--- config.mk ---
export PLATFORM = sky130hd
export DESIGN_NAME = rxm_router
export DESIGN_NICKNAME = d
export VERILOG_FILES = /design/src/rtl/rxm_pkg.sv /design/src/rtl/rxm_id_cmp.sv /design/src/rtl/rxm_flags.sv /design/src/rtl/rxm_router.sv
export SDC_FILE = /design/constraint.sdc
export NUM_CORES = 1
export LEC_CHECK = 0
export ABC_AREA = 1
export BUFFER_PORTS_ARGS = -buffer_cell sky130_fd_sc_hd__buf_2
export CORE_AREA = 2 2 413 415
export CTS_BUF_LIST = sky130_fd_sc_hd__clkbuf_4
export DETAILED_ROUTE_END_ITERATION = 7
export DIE_AREA = 0 0 415 417
export PLACE_DENSITY_LB_ADDON = 0.3
export SYNTH_ARGS = -nofsm -noshare
export SYNTH_HDL_FRONTEND = slang
export SYNTH_HIERARCHICAL = 1
export SYNTH_SLANG_ARGS = --single-unit
--- constraint.sdc ---
create_clock -name clk -period 4.7 [get_ports clk]
set_input_delay 0.94 -clock clk [delete_from_list [all_inputs] [get_ports clk]]
set_output_delay 0.94 -clock clk [all_outputs]
set_load 0.02 [all_outputs]
--- src/rtl/rxm_pkg.sv ---
package rxm_pkg;
    localparam int ID_W  = 29;
    localparam int STD_W = 11;
    localparam int TBL_N = 8;

    typedef enum logic [1:0] {
        ST_IDLE,
        ST_SCAN,
        ST_WAIT,
        ST_COMMIT
    } rxm_state_e;
endpackage

--- src/rtl/rxm_id_cmp.sv ---
module rxm_id_cmp
    import rxm_pkg::*;
(
    input  logic [ID_W-1:0] rx_id,
    input  logic            rx_ide,
    input  logic            rx_rtr,
    input  logic [ID_W-1:0] ent_id,
    input  logic [ID_W-1:0] ent_mask,
    input  logic            ent_ide,
    input  logic            ent_rtr,
    output logic            hit
);
    logic [ID_W-1:0] eff_mask;

    // standard frames compare only the low 11 identifier bits
    always_comb begin
        eff_mask = ent_ide ? ent_mask
                           : {{(ID_W-STD_W){1'b0}}, ent_mask[STD_W-1:0]};
        hit = (ent_ide == rx_ide) && (ent_rtr == rx_rtr)
              && (((rx_id ^ ent_id) & eff_mask) == '0);
    end
endmodule

--- src/rtl/rxm_flags.sv ---
module rxm_flags #(
    parameter int NUM_MB     = 8,
    parameter int FIFO_DEPTH = 6,
    parameter int IDX_W      = 3
) (
    input  logic              clk,
    input  logic              rst_n,
    input  logic              commit,
    input  logic              commit_fifo,
    input  logic [IDX_W-1:0]  commit_idx,
    input  logic              fifo_pop,
    input  logic [NUM_MB-1:0] mb_clr,
    output logic [NUM_MB-1:0] mb_flag,
    output logic              fifo_avail,
    output logic              fifo_full
);
    localparam int CNT_W = $clog2(FIFO_DEPTH + 1);
    localparam logic [CNT_W-1:0] CNT_MAX = CNT_W'(FIFO_DEPTH);

    logic [CNT_W-1:0] cnt_q;
    logic             push;
    logic             pop;

    for (genvar i = 0; i < NUM_MB; i++) begin : g_flag
        logic set_i;
        assign set_i = commit && !commit_fifo && (commit_idx == IDX_W'(i));
        always_ff @(posedge clk or negedge rst_n) begin
            if (!rst_n)         mb_flag[i] <= 1'b0;
            else if (set_i)     mb_flag[i] <= 1'b1;
            else if (mb_clr[i]) mb_flag[i] <= 1'b0;
        end
    end

    assign push = commit && commit_fifo;
    assign pop  = fifo_pop && (cnt_q != '0);

    always_ff @(posedge clk or negedge rst_n) begin
        if (!rst_n) begin
            cnt_q <= '0;
        end else begin
            unique case ({push, pop})
                2'b10:   cnt_q <= cnt_q + 1'b1;
                2'b01:   cnt_q <= cnt_q - 1'b1;
                default: cnt_q <= cnt_q;
            endcase
        end
    end

    assign fifo_avail = (cnt_q != '0);
    assign fifo_full  = (cnt_q == CNT_MAX);
endmodule

--- src/rtl/rxm_router.sv ---
module rxm_router
    import rxm_pkg::*;
#(
    parameter int NUM_MB       = 8,
    parameter int FIFO_DEPTH   = 6,
    parameter int EOF_MOVE_BIT = 5,
    localparam int SCAN_N      = (NUM_MB > TBL_N) ? NUM_MB : TBL_N,
    localparam int IDX_W       = $clog2(SCAN_N)
) (
    input  logic                   clk,
    input  logic                   rst_n,
    input  logic [ID_W-1:0]        rx_id_i,
    input  logic                   rx_ide_i,
    input  logic                   rx_rtr_i,
    input  logic                   self_tx_i,
    input  logic                   self_rx_dis_i,
    input  logic                   crc_act_i,
    input  logic                   eof_act_i,
    input  logic [2:0]             eof_cnt_i,
    input  logic                   err_i,
    input  logic                   fifo_en_i,
    input  logic                   fifo_pop_i,
    input  logic [TBL_N*ID_W-1:0]  tbl_id_i,
    input  logic [TBL_N*ID_W-1:0]  tbl_mask_i,
    input  logic [TBL_N-1:0]       tbl_ide_i,
    input  logic [TBL_N-1:0]       tbl_rtr_i,
    input  logic [NUM_MB-1:0]      mb_en_i,
    input  logic [NUM_MB*ID_W-1:0] mb_id_i,
    input  logic [NUM_MB*ID_W-1:0] mb_mask_i,
    input  logic [NUM_MB-1:0]      mb_ide_i,
    input  logic [NUM_MB-1:0]      mb_rtr_i,
    input  logic [NUM_MB-1:0]      mb_flag_clr_i,
    output logic                   movein_o,
    output logic                   movein_fifo_o,
    output logic [IDX_W-1:0]       movein_idx_o,
    output logic [ID_W-1:0]        movein_id_o,
    output logic [NUM_MB-1:0]      mb_flag_o,
    output logic                   fifo_avail_o,
    output logic                   fifo_full_o
);
    localparam logic [2:0]       MOVE_CNT = 3'(EOF_MOVE_BIT);
    localparam logic [IDX_W-1:0] TBL_LAST = IDX_W'(TBL_N - 1);
    localparam logic [IDX_W-1:0] MB_LAST  = IDX_W'(NUM_MB - 1);

    rxm_state_e state_q, state_d;

    logic            crc_q;
    logic [ID_W-1:0] stg_id;
    logic            stg_ide, stg_rtr;
    logic            in_fifo;
    logic [IDX_W-1:0] idx;
    logic            hit, hit_fifo;
    logic [IDX_W-1:0] hit_idx;

    logic [SCAN_N-1:0] tbl_cand;
    logic [SCAN_N-1:0] mb_cand;
    logic [SCAN_N-1:0] mb_en_pad;

    logic crc_start, drop_self, cur_hit, last_mb, move_bit, win_gone, commit;

    // acceptance comparators, one per filter entry and per mailbox
    for (genvar k = 0; k < SCAN_N; k++) begin : g_tbl
        if (k < TBL_N) begin : g_on
            rxm_id_cmp u_cmp (
                .rx_id   (stg_id),
                .rx_ide  (stg_ide),
                .rx_rtr  (stg_rtr),
                .ent_id  (tbl_id_i[k*ID_W +: ID_W]),
                .ent_mask(tbl_mask_i[k*ID_W +: ID_W]),
                .ent_ide (tbl_ide_i[k]),
                .ent_rtr (tbl_rtr_i[k]),
                .hit     (tbl_cand[k])
            );
        end else begin : g_off
            assign tbl_cand[k] = 1'b0;
        end
    end

    for (genvar m = 0; m < SCAN_N; m++) begin : g_mb
        if (m < NUM_MB) begin : g_on
            logic acc;
            rxm_id_cmp u_cmp (
                .rx_id   (stg_id),
                .rx_ide  (stg_ide),
                .rx_rtr  (stg_rtr),
                .ent_id  (mb_id_i[m*ID_W +: ID_W]),
                .ent_mask(mb_mask_i[m*ID_W +: ID_W]),
                .ent_ide (mb_ide_i[m]),
                .ent_rtr (mb_rtr_i[m]),
                .hit     (acc)
            );
            assign mb_en_pad[m] = mb_en_i[m];
            assign mb_cand[m]   = acc && mb_en_i[m];
        end else begin : g_off
            assign mb_en_pad[m] = 1'b0;
            assign mb_cand[m]   = 1'b0;
        end
    end

    assign crc_start = crc_act_i && !crc_q;
    assign drop_self = self_tx_i && self_rx_dis_i;
    assign cur_hit   = in_fifo ? tbl_cand[idx] : mb_cand[idx];
    assign last_mb   = !in_fifo && (idx == MB_LAST);
    assign move_bit  = eof_act_i && (eof_cnt_i == MOVE_CNT);
    assign win_gone  = hit && !hit_fifo && !mb_en_pad[hit_idx];

    // state register
    always_ff @(posedge clk or negedge rst_n) begin
        if (!rst_n) state_q <= ST_IDLE;
        else        state_q <= state_d;
    end

    // transitions
    always_comb begin
        state_d = state_q;
        unique case (state_q)
            ST_IDLE:   if (crc_start) state_d = drop_self ? ST_WAIT : ST_SCAN;
            ST_SCAN:   if (err_i) state_d = ST_IDLE;
                       else if (cur_hit || last_mb) state_d = ST_WAIT;
            ST_WAIT:   if (err_i) state_d = ST_IDLE;
                       else if (move_bit)
                           state_d = (hit && !win_gone) ? ST_COMMIT : ST_IDLE;
            ST_COMMIT: state_d = ST_IDLE;
            default:   state_d = ST_IDLE;
        endcase
    end

    // staging buffer and scan datapath
    always_ff @(posedge clk or negedge rst_n) begin
        if (!rst_n) begin
            crc_q    <= 1'b0;
            stg_id   <= '0;
            stg_ide  <= 1'b0;
            stg_rtr  <= 1'b0;
            in_fifo  <= 1'b0;
            idx      <= '0;
            hit      <= 1'b0;
            hit_fifo <= 1'b0;
            hit_idx  <= '0;
        end else begin
            crc_q <= crc_act_i;
            unique case (state_q)
                ST_IDLE: if (crc_start) begin
                    stg_id   <= rx_id_i;
                    stg_ide  <= rx_ide_i;
                    stg_rtr  <= rx_rtr_i;
                    in_fifo  <= fifo_en_i && !fifo_full_o;
                    idx      <= '0;
                    hit      <= 1'b0;
                    hit_fifo <= 1'b0;
                    hit_idx  <= '0;
                end
                ST_SCAN: if (!err_i) begin
                    if (cur_hit) begin
                        hit      <= 1'b1;
                        hit_fifo <= in_fifo;
                        hit_idx  <= idx;
                    end else if (in_fifo && idx == TBL_LAST) begin
                        in_fifo <= 1'b0;
                        idx     <= '0;
                    end else begin
                        idx <= idx + 1'b1;
                    end
                end
                ST_WAIT: if (win_gone) hit <= 1'b0;
                default: ;
            endcase
        end
    end

    // outputs
    always_comb begin
        commit        = (state_q == ST_COMMIT);
        movein_o      = commit;
        movein_fifo_o = hit_fifo;
        movein_idx_o  = hit_idx;
        movein_id_o   = stg_id;
    end

    rxm_flags #(
        .NUM_MB    (NUM_MB),
        .FIFO_DEPTH(FIFO_DEPTH),
        .IDX_W     (IDX_W)
    ) u_flags (
        .clk        (clk),
        .rst_n      (rst_n),
        .commit     (commit),
        .commit_fifo(hit_fifo),
        .commit_idx (hit_idx),
        .fifo_pop   (fifo_pop_i),
        .mb_clr     (mb_flag_clr_i),
        .mb_flag    (mb_flag_o),
        .fifo_avail (fifo_avail_o),
        .fifo_full  (fifo_full_o)
    );
endmodule

==> Word level (Yosys, flattened, before mapping) <==
Index checks and enable logic that the tools add are counted.
{ "op_classes": {"n_reduce_logical": 103, "add_sub_neg": 3, "magnitude_cmp": 2, "n_eq_ne": 55, "mux": 69, "bitwise_logic": 32} }
{ "ops": {"columns": ["cell", "n"], "rows": [
  ["$and A29 B29 Y29", 16],
  ["$logic_not A29 Y1", 16],
  ["$mux W29", 16],
  ["$xor A29 B29 Y29", 16],
  ["$logic_and A1 B1 Y1", 60],
  ["$eq A1 B1 Y1", 32],
  ["$mux W1", 30],
  ["$eq A3 B3 Y1 const B", 7],
  ["$reduce_bool A2 Y1", 10],
  ["$mux W3", 6],
  ["$pmux W3 S2", 3],
  ["$mux W2", 7],
  ["$ne A2 B2 Y1 const B", 6],
  ["$reduce_and A5 Y1", 2],
  ["$bmux W1 S3", 3],
  ["$lt A3 B4 Y1 const B", 2],
  ["$pmux W2 S4", 1],
  ["$reduce_and A4 Y1", 2],
  ["$add A3 B1 Y3 const B", 2],
  ["$eq A2 B2 Y1 const B", 3],
  ["$eq A3 B2 Y1 const B", 2],
  ["$logic_not A1 Y1", 6],
  ["$ne A3 B3 Y1 const B", 2],
  ["$reduce_bool A3 Y1", 2],
  ["other kinds (10)", 12]
]} }
{ "word_totals": {"regBits": 54} }

==> Longest topological paths before layout <==
Gate-level depths: netlist of the first run.
{ "depth": {"word_depth": 12, "depth_mapped": 19, "mapped_depth_nobuf": 18} }

==> Modules after synthesis <==
Netlist of the first run, hierarchy kept.
{ "by_module_without_submodules": {"columns": ["mod", "cells_each", "instances", "area_each_um2", "seq_area_each_um2"], "rows": [
  ["rxm_id_cmp", 212, 16, 873.3, 0.0],
  ["rxm_router", 216, 1, 2113.3, 1076.0],
  ["rxm_flags", 68, 1, 581.8, 275.3]
]} }

==> Worst setup path after synthesis of the first run <==
OpenSTA, ideal clock, no wires.
{ "synth_timing": {"kind": "input -> register", "from": "input port mb_ide_i[1]", "to": "register hit_idx[0], in the netlist movein_idx_o[0]", "setup_ns": 0.122, "t_required_ns": 4.578, "path_buffers": 1, "path_stages": 19, "arrival_time_ns": 2.257, "path_slack_ns": 2.321, "cell_sequence": "buf_6 inv_1 nand2_1 nand2_1 nand2_1 nor2_1 nand2_1 nor2_1 nand2_1 nor2_2 nand3_1 nand3_1 nand3_1 nand3_1 nand2_1 nand2_1 nand2_2 nand2_1 o21ai_1"} }
{ "synth_via": {"elab_chain_len": 10, "elab_cells_between_ends": 12, "classes_between": "eq/ne (2); mux (4); bitwise (1); reduce/logical (5)"} }
{ "synth_rtl": {"columns": ["item", "line_no", "text"], "rows": [
  ["from (decl)", "rxm_router.sv:30", "input logic [NUM_MB-1:0] mb_ide_i,"],
  ["$mux W29", "rxm_id_cmp.sv:17", "eff_mask = ent_ide ? ent_mask"],
  ["$and A29 B29 Y29", "rxm_id_cmp.sv:20", "&& (((rx_id ^ ent_id) & eff_mask) == '0);"],
  ["$logic_not A29 Y1", "rxm_id_cmp.sv:20", null],
  ["$logic_and A1 B1 Y1 (*)", "rxm_id_cmp.sv:20", null],
  ["named net g_mb[1].g_on.acc", "rxm_router.sv:81", "logic acc;"],
  ["$logic_and A1 B1 Y1 (*)", "rxm_router.sv:93", "assign mb_cand[m] = acc && mb_en_i[m];"],
  ["$bmux W1 S3 (*)", "rxm_router.sv:102", "assign cur_hit = in_fifo ? tbl_cand[idx] : mb_cand[idx];"],
  ["$mux W1 (implied by the code) (*)", "rxm_router.sv:102", null],
  ["$mux W1 (*)", "rxm_router.sv:102", null],
  ["$ne A2 B2 Y1 (no line) (*)", null, null],
  ["$reduce_and A4 Y1 (no line) (*)", null, null],
  ["to (signal assigned)", "rxm_router.sv:157", "hit_idx <= idx;"],
  ["to (decl)", "rxm_router.sv:53", "logic [IDX_W-1:0] hit_idx;"]
]} }
The timed path passes the listed nets; every way through them passes the cells marked *. The select of a mux whose other input is x is not followed.
A chain may end at the register's enable or synchronous reset.

==> Final worst setup path of the first run <==
{ "layout_timing": {"from": "register stg_id[7], in the netlist movein_id_o[7]", "to": "register idx[0]"} }
{ "layout_via": {"elab_cells_between_ends": 79, "classes_between": "eq/ne (1); mux (5); bitwise (32); reduce/logical (41)"} }
{ "layout_rtl": {"columns": ["item", "line_no", "text"], "rows": [
  ["from (decl)", "rxm_router.sv:48", "logic [ID_W-1:0] stg_id;"],
  ["from (signal assigned)", "rxm_router.sv:144", "stg_id <= rx_id_i;"],
  ["$xor A29 B29 Y29", "rxm_id_cmp.sv:20", null],
  ["$and A29 B29 Y29", "rxm_id_cmp.sv:20", null],
  ["$logic_not A29 Y1", "rxm_id_cmp.sv:20", null],
  ["$logic_and A1 B1 Y1", "rxm_id_cmp.sv:20", null],
  ["named net tbl_cand[1]", "rxm_router.sv:55", "logic [SCAN_N-1:0] tbl_cand;"],
  ["$bmux W1 S3", "rxm_router.sv:102", null],
  ["$mux W1 (implied by the code)", "rxm_router.sv:102", null],
  ["$mux W1", "rxm_router.sv:102", null],
  ["$ne A2 B2 Y1 (no line)", null, null],
  ["$reduce_and A4 Y1 (no line)", null, null],
  ["to (signal assigned)", "rxm_router.sv:162", "idx <= idx + 1'b1;"],
  ["to (decl)", "rxm_router.sv:51", "logic [IDX_W-1:0] idx;"]
]} }
The timed path passes the listed nets, and every way through them passes these cells. The select of a mux whose other input is x is not followed.

==> results of run 1 <==
-- power by group through the flow --
stage          clock network [mW]  logic, mW  registers, mW
2_1_floorplan                   0       3.24           1.72
3_3_place_gp                    0       5.95           2.40
3_5_place_dp                    0       6.00           2.41
4_1_cts                     0.371       6.02           2.40
5_1_grt                     0.387       6.76           2.39
6_report                    0.354       5.90           2.24
-- worst max-delay path, cell delays in order, from the launching register on --
cell	delay, ns
dfrtp_1	0.95
buf_4	0.25
nand2_1	0.05
nand2_1	0.05
nor2_1	0.04
nor2_1	0.12
nand2_1	0.10
nor2_1	0.30
nand2_1	0.23
nor2_2	0.12
nand2_1	0.06
nand3_1	0.12
nand3_1	0.08
nand3_1	0.33
nand3_2	0.21
nand3_1	0.15
nand2_1	0.06
nand2_1	0.08
-- flip-flops by register name (all words and copies together), names as in the netlist --
register,count
crc_q,1
hit,1
idx,3
in_fifo,1
movein_fifo_o,1
movein_id_o,29
movein_idx_o,3
state_q,2
stg_ide,1
stg_rtr,1
u_flags/cnt_q,3
u_flags/mb_flag,8
-- path summary, 6_finish.rpt --
check	from	end	slack (ns)	cells after the start
max in group asynchronous	rst_n	movein_id_o[8]	3.15	2
min in group clk	u_flags/cnt_q[0]	u_flags/cnt_q[0]	0.53	1
setup / recovery	movein_id_o[7]	idx[0]	1.31	17
setup reg to reg	movein_id_o[7]	idx[0]	1.31	17
hold / removal	rst_n	u_flags/mb_flag[6]	0.47	1
hold reg to reg	u_flags/cnt_q[0]	u_flags/cnt_q[0]	0.53	1
-- logic make-up (layout without fill, tap and decap cells) --
kind of cell / count (synthesis) / in the layout
buffers and inverters: 1197 / 2276
xor gates and xnor gates: 33 / 33
AOI/OAI and AO/OA: 17 / 17
DFF: 54 / 54
adders and majority gates: 4 / 4
other: 0 / 25
muxes: 31 / 31
and+or+nand+nor: 2340 / 2340
-- metrics by stage --
step	util (%)	hold slack [ns]	cells	worst slack, ns
final	14.8	0.466	6998	1.31
after global placement	14.7	0.464	6965	0.801
after CTS	14.7	0.486	6973	1.14
after global routing	14.7	0.476	6991	0.997
after floorplan	-	0.441	3676	2.32
after detailed placement	14.7	0.477	6965	0.834
-- metal layers --
| layer | track usage, % | wire length [um] |
|---|---|---|
| met1 | 20.7 | 63600 |
| met2 | 30.7 | 76400 |
| met3 | 3.39 | 9440 |
| met4 | 3.03 | 3200 |
| met5 | 0 | 445 |
-- cell type report --
class	instances	area (sq um)
Fill cell	20200	144000
Multi-Input combinational cell	2425	10500
Timing Repair Buffer	1107	5650
Inverter	1161	4360
Tap cell	2218	2780
Sequential cell	54	1380
Antenna cell	25	62.6
Clock inverter	3	42.5
Clock buffer	5	37.5
-- cell usage in the layout, fill, tap and decap left out, drive strengths merged, types with 3 or more instances in the layout --
master	n
xor2	32
nand2	1605
mux2	31
buf	1107
nand3	323
o21ai	14
nand3b	97
nor2	287
ha	3
nand4	22
nor3	3
dfrtp	54
clkbuf	5
diode	25
inv	1162
==> results.md, run 1 <==
Run status:
- The flow ran to the end, and the final reports show no timing, DRC or antenna violations.

Place:
- The congestion estimate from routability-driven global placement came to between 0.9 and 1.
- The count of input and output buffers is 1062.
- The instance area after placement is roughly 25000 sq um.
- The sum of net half-perimeters after detailed placement is about 140000 um.

Drt:
- The total vias in the final route is around 25000.
- The number of violations reported at the end of detailed-routing iteration 0 is between 1500 and 2000.
- After detailed routing, the number of vias per cell comes to between 3 and 4.
- After detailed routing, the total wire length is ~150000 um.
- The first-pass iteration count of the detailed router is 5.
- For this run, design rule violations remaining after detail routing come to 0.
- In the final routed layout, each cell accounts on average for roughly 22 um.
- The count of nets left with antenna violations once routing finished came out at 0.

Global routing:
- The initial antenna violation count is 150.
- Entering global routing, the biggest net connects 35 pins.
- The remaining global-route overflow is 0.
- The first global-routing pass estimated about 200000 um of wire.
- The combined global-route utilization of all metal layers is 16.9%.
- The number of global-route vias before repair is 22800.

Floorplan:
- For this configuration, the core starts out at a cell density of 9.89%.
- From bottom edge to top edge, the die measures between 400 and 500 um.
- The placement row count is 151.
- The width of the chip is roughly 420 um.
- The floorplan step defined a die boundary enclosing between 150000 and 200000 sq um.
- The number of I/O pins is about 1100.
- The total area inside the core boundary comes to between 150000 and 200000 sq um.

Flow run:
- Max-cap violations in this run came to 0.

Pwr:
- Cell internal power was estimated by the tool at between 2 and 3 mW.
- The worst-case IR drop observed on VDD is roughly 0.2 mV.
- Combinational logic is responsible for 69.5% of the overall power.
- Sequential cells burn 26.3% of the power.
- The analysis attributes to cell leakage a power of approximately 17 nW.
- In this run the power density over the cells is between 300 and 400 nW/um^2.
- Total power for the finished layout comes to about 8.5 mW.
- The clock network burns 4.2% of the power.
- For this design the total switching power over the nets is ~5.5 mW.
- Of the total power, the share spent switching nets is between 60% and 70%.

Yosys:
- The post-synthesis xor/xnor area fraction is roughly 1.7%.
- The number of enable-type register cells in the synthesized netlist is 0.
- The simple logic cell fraction of the synthesized area is between 50% and 60%.
- In this run the cell area of the synthesized design comes to 16700 sq um.
- The synthesized netlist devotes 0.698% of its cell area to compound gates.
- The fraction of registers with async set or reset after synthesis is between 90% and 100%.
- The number of nets produced by synthesis is 4699.
- Of the total synthesized cell area, the portion taken by full adders, half adders and majority gates is less than 1%.
- The number of warnings printed during yosys synthesis is 6.
- The flop and latch count out of synthesis is 54.
- The dominant register cell in the synthesized netlist is dfrtp_1.
- By area the synthesized netlist is led by nand2_1 (36%), inv_1 (26%), nand3_1 (9.6%).
- The synthesized design devotes to its leading area cell type a little over a third of total area.
- In this run the mean area of a mapped cell was ~4.5 sq um.
- In this run, distinct cell masters in the synthesized netlist total 29.
- The fraction of synthesized area in multiplexers is under 10%.
- Summing the sequential cell areas from Yosys gives a little over 8% of the chip area.
- The dominant combinational cell family by area after synthesis is simple AND/OR/NAND/NOR gates.
- The top cell type by total area after synthesis is nand2_1.
- The cell count after synthesis came out at about 3700.
- By count the netlist is led by nand2_1 (1586), inv_1 (1159), nand3_1 (321).
- The most used standard cell by instance count after synthesis is nand2_1.

Finish:
- The post-layout net count is slightly below 6000.
- The post-route cell area is around 25000 sq um.
- Relative to the synthesized area, the layout overhead comes to 49.2%.
- In the final layout, the share of cells above drive strength 1 is approximately a quarter.

STA:
- The maximum clock frequency is 295 MHz.
- The worst slew margin relative to its limit is a little under a third.
- After routing, the total negative slack on setup checks comes to 0 ns.
- For the pin with the worst max-slew slack, the measured transition is ~1.0 ns.
- On the final layout, the worst clock skew is 0.0179 ns.
- The total setup violations reported at the end of the flow is 0.
- The count of final max-slew check failures was 0.
- Of the available clock period, the critical path in the final layout requires ~72%.
- The final number of hold-violating endpoints is 0.
- Setup repair after global routing left no endpoint under its margin.
- The post-layout minimum cycle time is roughly 3.4 ns.

Clocking:
- Clock latency on the worst-skew pair, taken at its later pin, is ~0.52 ns.
- The clock buffer count from CTS is 5.
- In this run the number of H-tree levels came out at 2.
- Clock-pin slew was measured on the worst setup and hold paths at 0.25 ns.
- In this run the deepest clock path goes through 2 buffers.
- The number of setup buffers added after CTS is 0.
- The clock root buffer master is clkbuf_4.
- The clock sink count is 54.
- The clock tree from TritonCTS is yes.
- The number of hold buffers added after cts is 0.
- The total of cells resized after clock tree synthesis is 0.

Critical path:
- The critical path data required time is 5.17 ns.
- Along the worst path, the maximum fanout reaches 16.
- The class of the most critical setup path is flip-flop to flip-flop.
- STA classifies the critical path startpoint as a flip-flop.
- STA classifies the critical path endpoint as a flip-flop.
- Data on the critical path arrives at its endpoint at 3.86 ns.

Worst hold path:
- In this run the worst hold path is classified as primary input to async pin.
(Power assumes the default switching activity.)
==> run 2, diff against run 1 <==
Clock period 4.7 ns to 2.7 ns, I/O delays scaled along.
==> run 2 against run 1 <==
Sequential share of layout area down 0.46 points. Combinational power rose to 2.5 times the previous value. Critical path depth up 1. Worst hold slack worse by 0.38 ns. Setup slack worse by 1.2 ns. Via count up 1.1%. Wire length up 0.79%. Register-to-register slack worse by 1.2 ns. Clock-buffer cell count unchanged.
==> results.md, run 2 (synthesized netlist as in run 1, its figures left out) <==
Critical path:
- The critical path data required time is 3.13 ns (was 5.17 ns).
- The launching element type of the critical path is a flip-flop (unchanged).
- The class of the most critical setup path was flip-flop to flip-flop (unchanged).
- The maximum fanout count along the critical path came to 8 (was 16).
- The data arrival at the endpoint of the critical path came to 3.02 ns (was 3.86 ns).
- The category of the worst setup path capture point is a flip-flop (unchanged).

Pwr:
- The leakage power figure is 18.2 nW (was 17.0 nW).
- The power density of the placed cells is 632 nW/um^2 (was 342 nW/um^2).
- The peak supply drop was 0.334 mV (was 0.195 mV).
- The overall power is 17.1 mW (was 8.49 mW).

Floorplan:
- The vertical die dimension is 417 um (unchanged).
- The number of I/O pins is 1063 (unchanged).
- The width of the chip is 415 um (unchanged).
- The core box area is 169000 sq um (unchanged).
- The initial core utilization came to 9.89% (unchanged).
- The total die area was 173000 sq um (unchanged).
- The placement row count came to 151 (unchanged).

Drt:
- The wire length after detailed routing is 154000 um (was 153000 um).
- The count of unresolved DRC violations after routing is 0 (unchanged).
- The remaining number of nets flagged by the antenna check after routing is 0 (unchanged).
- The first-pass iteration count of the detailed router is 7 (was 5).
- The number of violations reported at the end of detailed-routing iteration 0 is 1742 (was 1718).
- The via count normalized by instance count is 3.53 (was 3.57).
- The total vias in the final route is 25300 (was 25000).
- The post-detailed-route wirelength per cell is 21.6 um (was 21.9 um).

Finish:
- The flip-flop count of the largest register after layout is 29 (unchanged).
- The post-route cell area is 27100 sq um (was 24900 sq um).
- The number of fill cells is 20000 (was 20200).
- The commonest non-fill, non-tap cell in the layout is nand2_1 (unchanged).
- The fraction of layout cells with a size suffix above 1 was 29.1% (was 25.6%).
- The post-layout net count is 5926 (was 5777).
- Commonest cells after routing, fill and taps aside: nand2_1 (1560), inv_1 (1159), buf_2 (1062), nand3_1 (306), nor2_1 (249) (was nand2_1 (1586), inv_1 (1159), buf_2 (1062), nand3_1 (321), nor2_1 (268)).
- The final standard cell utilization of the core is 16.1% (was 14.8%).
- The area growth from synthesis to layout came to 62.7% (was 49.2%).

Worst hold path:
- The worst min-delay path class was primary input to async pin (unchanged).

Clocking:
- The clock latency on the worst-skew pair is 0.53 ns (was 0.52 ns).
- The clock root buffer master is clkbuf_4 (unchanged).
- The clock buffer count from CTS is 5 (unchanged).
- The clock-pin slew of the registers on the worst-case setup and hold paths is 0.28 ns (was 0.25 ns).
- The clock sink count is 54 (unchanged).
- The number of hold buffers added after cts was 0 (unchanged).
- The worst-case clock buffer depth is 2 (unchanged).
- The number of H-tree levels came to 2 (unchanged).
- The clock tree from TritonCTS was yes (unchanged).

STA:
- The worst clock skew came to 0.0562 ns (was 0.0179 ns).
- The count of final max-slew check failures is 0 (unchanged).
- The final number of hold-violating endpoints was 0 (unchanged).
- The worst slew margin relative to its limit is 36.5% (was 31.5%).
- The total setup violations reported at the end of the flow came to 0 (unchanged).
- The transition time at the pin with the least slew margin was 0.953 ns (was 1.03 ns).
- The maximum clock frequency is 386 MHz (was 295 MHz).
- The final critical-path share of the clock period is 96.0% (was 72.2%).
- The post-layout minimum cycle time is 2.59 ns (was 3.39 ns).
- RSZ-0062 raised after global routing: no (unchanged).

Global routing:
- The number of global-route vias before repair came to 23100 (was 22800).
- The combined global-route utilization of all metal layers was 17.0% (was 16.9%).
- The global-route wire length before repair is 199000 um (was 198000 um).
- The maximum number of pins on one net before global-route repair came to 25 (was 35).
- The initial antenna violation count is 140 (was 150).
- The remaining global-route overflow is 0 (unchanged).

Place:
- The count of input and output buffers was 1062 (unchanged).
- The instance area after placement is 26500 sq um (was 24700 sq um).
- The sum of net half-perimeters after detailed placement is 140000 um (was 138000 um).
- The global placer's final weighted congestion is 1.04 (was 0.994).

Flow run:
- The number of max-capacitance violations reported is 0 (unchanged).

Run status:
- Outcome: finished clean (unchanged).
run 2: changes by cell type in the layout (fill, tap and decap cells not counted), sizes merged:
| cell | delta |
|---|---|
| buf | +147 |
| clkinv | +2 |
| bufinv | -1 |
| clkbuf | +2 |
| diode | +8 |
| inv | -1 |
run 2: timing repair:
item                                    4_1_cts  5_1_grt
pin swaps                                     0       29
endpoints found under the setup margin       11       10
buffers inserted                              3        5
gates resized for setup                      18       70
gates cloned                                  0        2
run 2: critical path, stage by stage (launching register included):
cell	delay (ns)
dfrtp_2	0.51
buf_12	0.17
buf_12	0.15
inv_1	0.04
nand2_1	0.04
nand3_1	0.06
nand4_1	0.12
nor2_2	0.23
nand2_2	0.15
nor2_4	0.18
nand2_2	0.07
nand3_2	0.07
nand3_2	0.07
nand3_2	0.08
buf_6	0.14
nand3_4	0.10
buf_4	0.15
nand4_1	0.06
nand2_1	0.06
run 2: cell type report:
type	instances	area, sq um	area share (%)
Timing Repair Buffer	1256	7640	28.2
Sequential cell	54	1380	5.09
Inverter	1161	4360	16.1
Antenna cell	33	82.6	0.304
Multi-Input combinational cell	2425	10800	39.9
Tap cell	2218	2780	10.2
Clock inverter	3	21.3	0.0784
Clock buffer	5	37.5	0.138
run 2: layer usage:
layer	track usage, %	share of wire (%)	vias to the layer above	routed length, um
met3	3.65	6.9	229	10600
met1	21.0	42	11200	64100
met4	2.07	1.4	58	2210
li1	-	-	12900	-
met5	0	0.25	-	390
met2	30.8	50	905	77000
run 2: path summary, 6_finish.rpt:
path | start | end | slack [ns] | depth (start not counted)
max | movein_id_o[9] | idx[1] | 0.11 | 18
min | rst_n | u_flags/mb_flag[7] | 0.09 | 1
max reg2reg | movein_id_o[9] | idx[1] | 0.11 | 18
min reg2reg | u_flags/cnt_q[2] | u_flags/cnt_q[2] | 0.50 | 2
max in group asynchronous | rst_n | movein_id_o[10] | 1.79 | 2
min in group clk | mb_flag_clr_i[6] | u_flags/mb_flag[6] | 0.13 | 2
run 2: power by group:
group	internal (mW)	leakage, nW	total [mW]	switching (mW)
Combinational	5.78	17.5	15.0	9.27
Clock	0.103	0.0330	0.524	0.422
Sequential	1.15	0.650	1.57	0.424
Total	7.03	18.2	17.1	10.1
run 2: per-stage QoR:
step | cells | setup slack (ns) | TNS, ns | hold slack (ns)
after floorplan | 3676 | 0.398 | 0 | 0.244
after global placement | 7104 | -0.484 | -4.54 | 0.454
after detailed placement | 7104 | -0.444 | -4.15 | 0.461
after CTS | 7115 | 0.00208 | 0 | 0.0891
after global routing | 7138 | 0.000758 | 0 | 0.0882
final | 7155 | 0.109 | 0 | 0.0892
==> run 3, diff against run 2 <==
Settings changed: CORE_AREA 2 2 413 415 to 3 3 414 416, CTS_CLUSTER_SIZE set to 24, DIE_AREA 0 0 415 417 to 0 0 417 419.
==> run 3 against run 2 <==
Power is 0.83% higher. Clock skew is 0.024 ns lower. Non-clock buffer count is 17 lower. Largest cell class unchanged. Largest power group unchanged. Highest routed layer unchanged.
==> results.md, run 3 (synthesized netlist as in run 1, its figures left out) <==
Finish:
- The post-layout net count is 5909 (was 5926).
- The commonest non-fill, non-tap cell in the layout is nand2_1 (unchanged).
- The non-filler instance count after layout is 7154 (was 7155).
- The number of fill cells came to 19800 (was 20000).
- The flip-flop count of the largest register after layout is 29 (unchanged).
- The area growth from synthesis to layout is 64.1% (was 62.7%).
- The fraction of layout cells with a size suffix above 1 is 29.6% (was 29.1%).
- Commonest cells after routing, fill and taps aside: nand2_1 (1547), inv_1 (1159), buf_2 (1062), nand3_1 (305), nor2_1 (233) (was nand2_1 (1560), inv_1 (1159), buf_2 (1062), nand3_1 (306), nor2_1 (249)).

Clocking:
- The clock tree from TritonCTS is yes (unchanged).
- The number of H-tree levels is 2 (unchanged).
- The clock latency on the worst-skew pair is 0.50 ns (was 0.53 ns).
- The clock-pin slew of the registers on the worst-case setup and hold paths is 0.24 ns (was 0.28 ns).
- The worst-case clock buffer depth came to 2 (unchanged).
- The clock buffer count from CTS is 5 (unchanged).
- The clock sink count is 54 (unchanged).
- The clock root buffer master is clkbuf_4 (unchanged).

STA:
- The worst slack on hold paths came to 0.101 ns (was 0.0892 ns).
- The setup TNS was 0 ns (unchanged).
- The maximum clock frequency is 386 MHz (about the same).
- The transition time at the pin with the least slew margin came to 0.884 ns (was 0.953 ns).
- RSZ-0062 raised after global routing: yes (was no).
- The post-layout minimum cycle time is 2.59 ns (about the same).
- The final critical-path share of the clock period came to 96.1% (was 96.0%).
- The worst slew margin relative to its limit is 41.0% (was 36.5%).
- The count of final max-slew check failures is 0 (unchanged).
- The worst clock skew is 0.0323 ns (was 0.0562 ns).
- The final number of hold-violating endpoints is 0 (unchanged).
- The total setup violations reported at the end of the flow is 0 (unchanged).

Pwr:
- The overall power was 17.3 mW (was 17.1 mW).
- The leakage power figure is 18.2 nW (about the same).
- The power density of the placed cells is 632 nW/um^2 (about the same).
- The peak supply drop is 0.438 mV (was 0.334 mV).

Floorplan:
- The core box area was 168000 sq um (was 169000 sq um).
- The placement row count is 150 (was 151).
- The initial core utilization is 9.95% (was 9.89%).
- The number of I/O pins came to 1063 (unchanged).
- The total die area was 175000 sq um (was 173000 sq um).
- The vertical die dimension is 419 um (was 417 um).
- The width of the chip came to 417 um (was 415 um).

Drt:
- The first-pass iteration count of the detailed router is 5 (was 7).
- The post-detailed-route wirelength per cell was 20.9 um (was 21.6 um).
- The wire length after detailed routing is 149000 um (was 154000 um).
- The number of violations reported at the end of detailed-routing iteration 0 is 1751 (was 1742).
- The count of unresolved DRC violations after routing is 0 (unchanged).
- The total vias in the final route was 25600 (was 25300).
- The via count normalized by instance count is 3.57 (was 3.53).
- The remaining number of nets flagged by the antenna check after routing is 0 (unchanged).

Critical path:
- The slack of the worst reg-to-reg path is 0.11 ns (about the same).
- The maximum fanout count along the critical path is 15 (was 8).
- The class of the most critical setup path is flip-flop to flip-flop (unchanged).
- The reg-to-reg endpoint is movein_idx_o[2] (was idx[1]).
- The cell depth of the worst flop-to-flop path came to 20 (was 18).
- The data arrival at the endpoint of the critical path is 2.97 ns (was 3.02 ns).
- The cell at the slowest stage of the critical path is dfrtp_2 (unchanged).
- The delay of the slowest cell on the worst path is 0.50 ns (was 0.51 ns).
- The launching element type of the critical path is a flip-flop (unchanged).
- The most prevalent standard cell on the critical path is nand2_1 (was nand3_2).
- List of cells traversed by the critical path: buf_12, inv_1, nand2_1, nand3_1, nand2_1, inv_1, nand2_1, nor2_1, nand2_1, nor2_4, nand2_1, nand3_2, nand3_2, nand3_2, buf_6, nand2_2, nand2_2, nand2_4, nand2_1, o21ai_1 (was buf_12, buf_12, inv_1, nand2_1, nand3_1, nand4_1, nor2_2, nand2_2, nor2_4, nand2_2, nand3_2, nand3_2, nand3_2, buf_6, nand3_4, buf_4, nand4_1, nand2_1).
- The launch point of the worst reg-to-reg path is movein_id_o[20] (was movein_id_o[9]).
- The critical path data required time is 3.08 ns (was 3.13 ns).
- The category of the worst setup path capture point is a flip-flop (unchanged).

Global routing:
- The number of global-route vias before repair is 23300 (was 23100).
- The remaining global-route overflow is 0 (unchanged).
- The combined global-route utilization of all metal layers is 16.0% (was 17.0%).
- The initial antenna violation count came to 156 (was 140).
- The global-route wire length before repair is 191000 um (was 199000 um).
- The maximum number of pins on one net before global-route repair came to 30 (was 25).

Place:
- The count of input and output buffers came to 1062 (unchanged).
- The global placer's final weighted congestion was 1.04 (about the same).
- The sum of net half-perimeters after detailed placement was 135000 um (was 140000 um).
- The number of cells in the design after placement is 7074 (was 7104).

Run status:
- Outcome: finished clean (unchanged).

Flow run:
- The number of max-capacitance violations reported is 0 (unchanged).

Worst hold path:
- The worst min-delay path class is primary input to async pin (unchanged).
==> run 3: critical path: cells and delay by family, from the launching register on <==
family | cells | cell delay [ns]
compound gates | 1 | 0.06
buf+inv | 4 | 0.61
flops | 1 | 0.50
simple gates | 15 | 1.26
==> run 3: worst max-delay path by stage <==
stage | from | endpoint | depth (start not counted) | slack [ns]
after floorplan | stg_ide | movein_idx_o[0] | 17 | 0.40
after global placement | mb_ide_i[2] | movein_idx_o[1] | 20 | -0.30
after detailed placement | tbl_ide_i[3] | movein_idx_o[1] | 21 | -0.29
after CTS | movein_id_o[5] | movein_idx_o[1] | 17 | 0.0006
after global routing | movein_id_o[3] | movein_idx_o[1] | 21 | -0.03
final | movein_id_o[20] | movein_idx_o[2] | 20 | 0.11
==> run 3: per-layer routing <==
metal  vias up  global-route usage, %  share of wire [%]
met5         -                      0               0.29
met3       253                   4.35                8.1
met1     11400                   18.9                 40
li1      12900                      -                  -
met2       977                   29.1                 50
met4        66                   2.74                2.1
==> run 3: layout make-up <==
cell class | count | area [sq um] | share of cell area, %
inverter | 1161 | 4360 | 16.0
clock buffer | 6 | 45.0 | 0.165
timing repair buffer | 1239 | 7640 | 27.9
sequential | 54 | 1390 | 5.07
tap | 2204 | 2760 | 10.1
multi-input combinational | 2425 | 11000 | 40.1
clock inverter | 2 | 37.5 | 0.137
antenna | 63 | 158 | 0.576
==> run 3: power breakdown <==
group,leakage (nW),internal (mW),total [mW],switching [mW]
sequential,0.646,1.16,1.60,0.442
clock,0.0423,0.204,0.609,0.405
combinational,17.5,5.78,15.1,9.30
total,18.2,7.14,17.3,10.1
==> run 3: what timing repair did <==
item,4_1_cts,5_1_grt
setup endpoints to repair,11,11
resized for setup,24,107
gates cloned,0,5
pin swaps,4,57
hold buffers,0,0
buffers inserted,0,5
==> run 3: metrics by stage <==
stage	utilization, %	setup WS, ns	area [sq um]
3_5_place_dp	15.8	-0.293	26500
4_1_cts	15.9	0.000647	26700
5_1_grt	16.3	-0.0279	27300
6_report	16.3	0.106	27300
2_1_floorplan	-	0.398	16700
3_3_place_gp	15.8	-0.295	26500
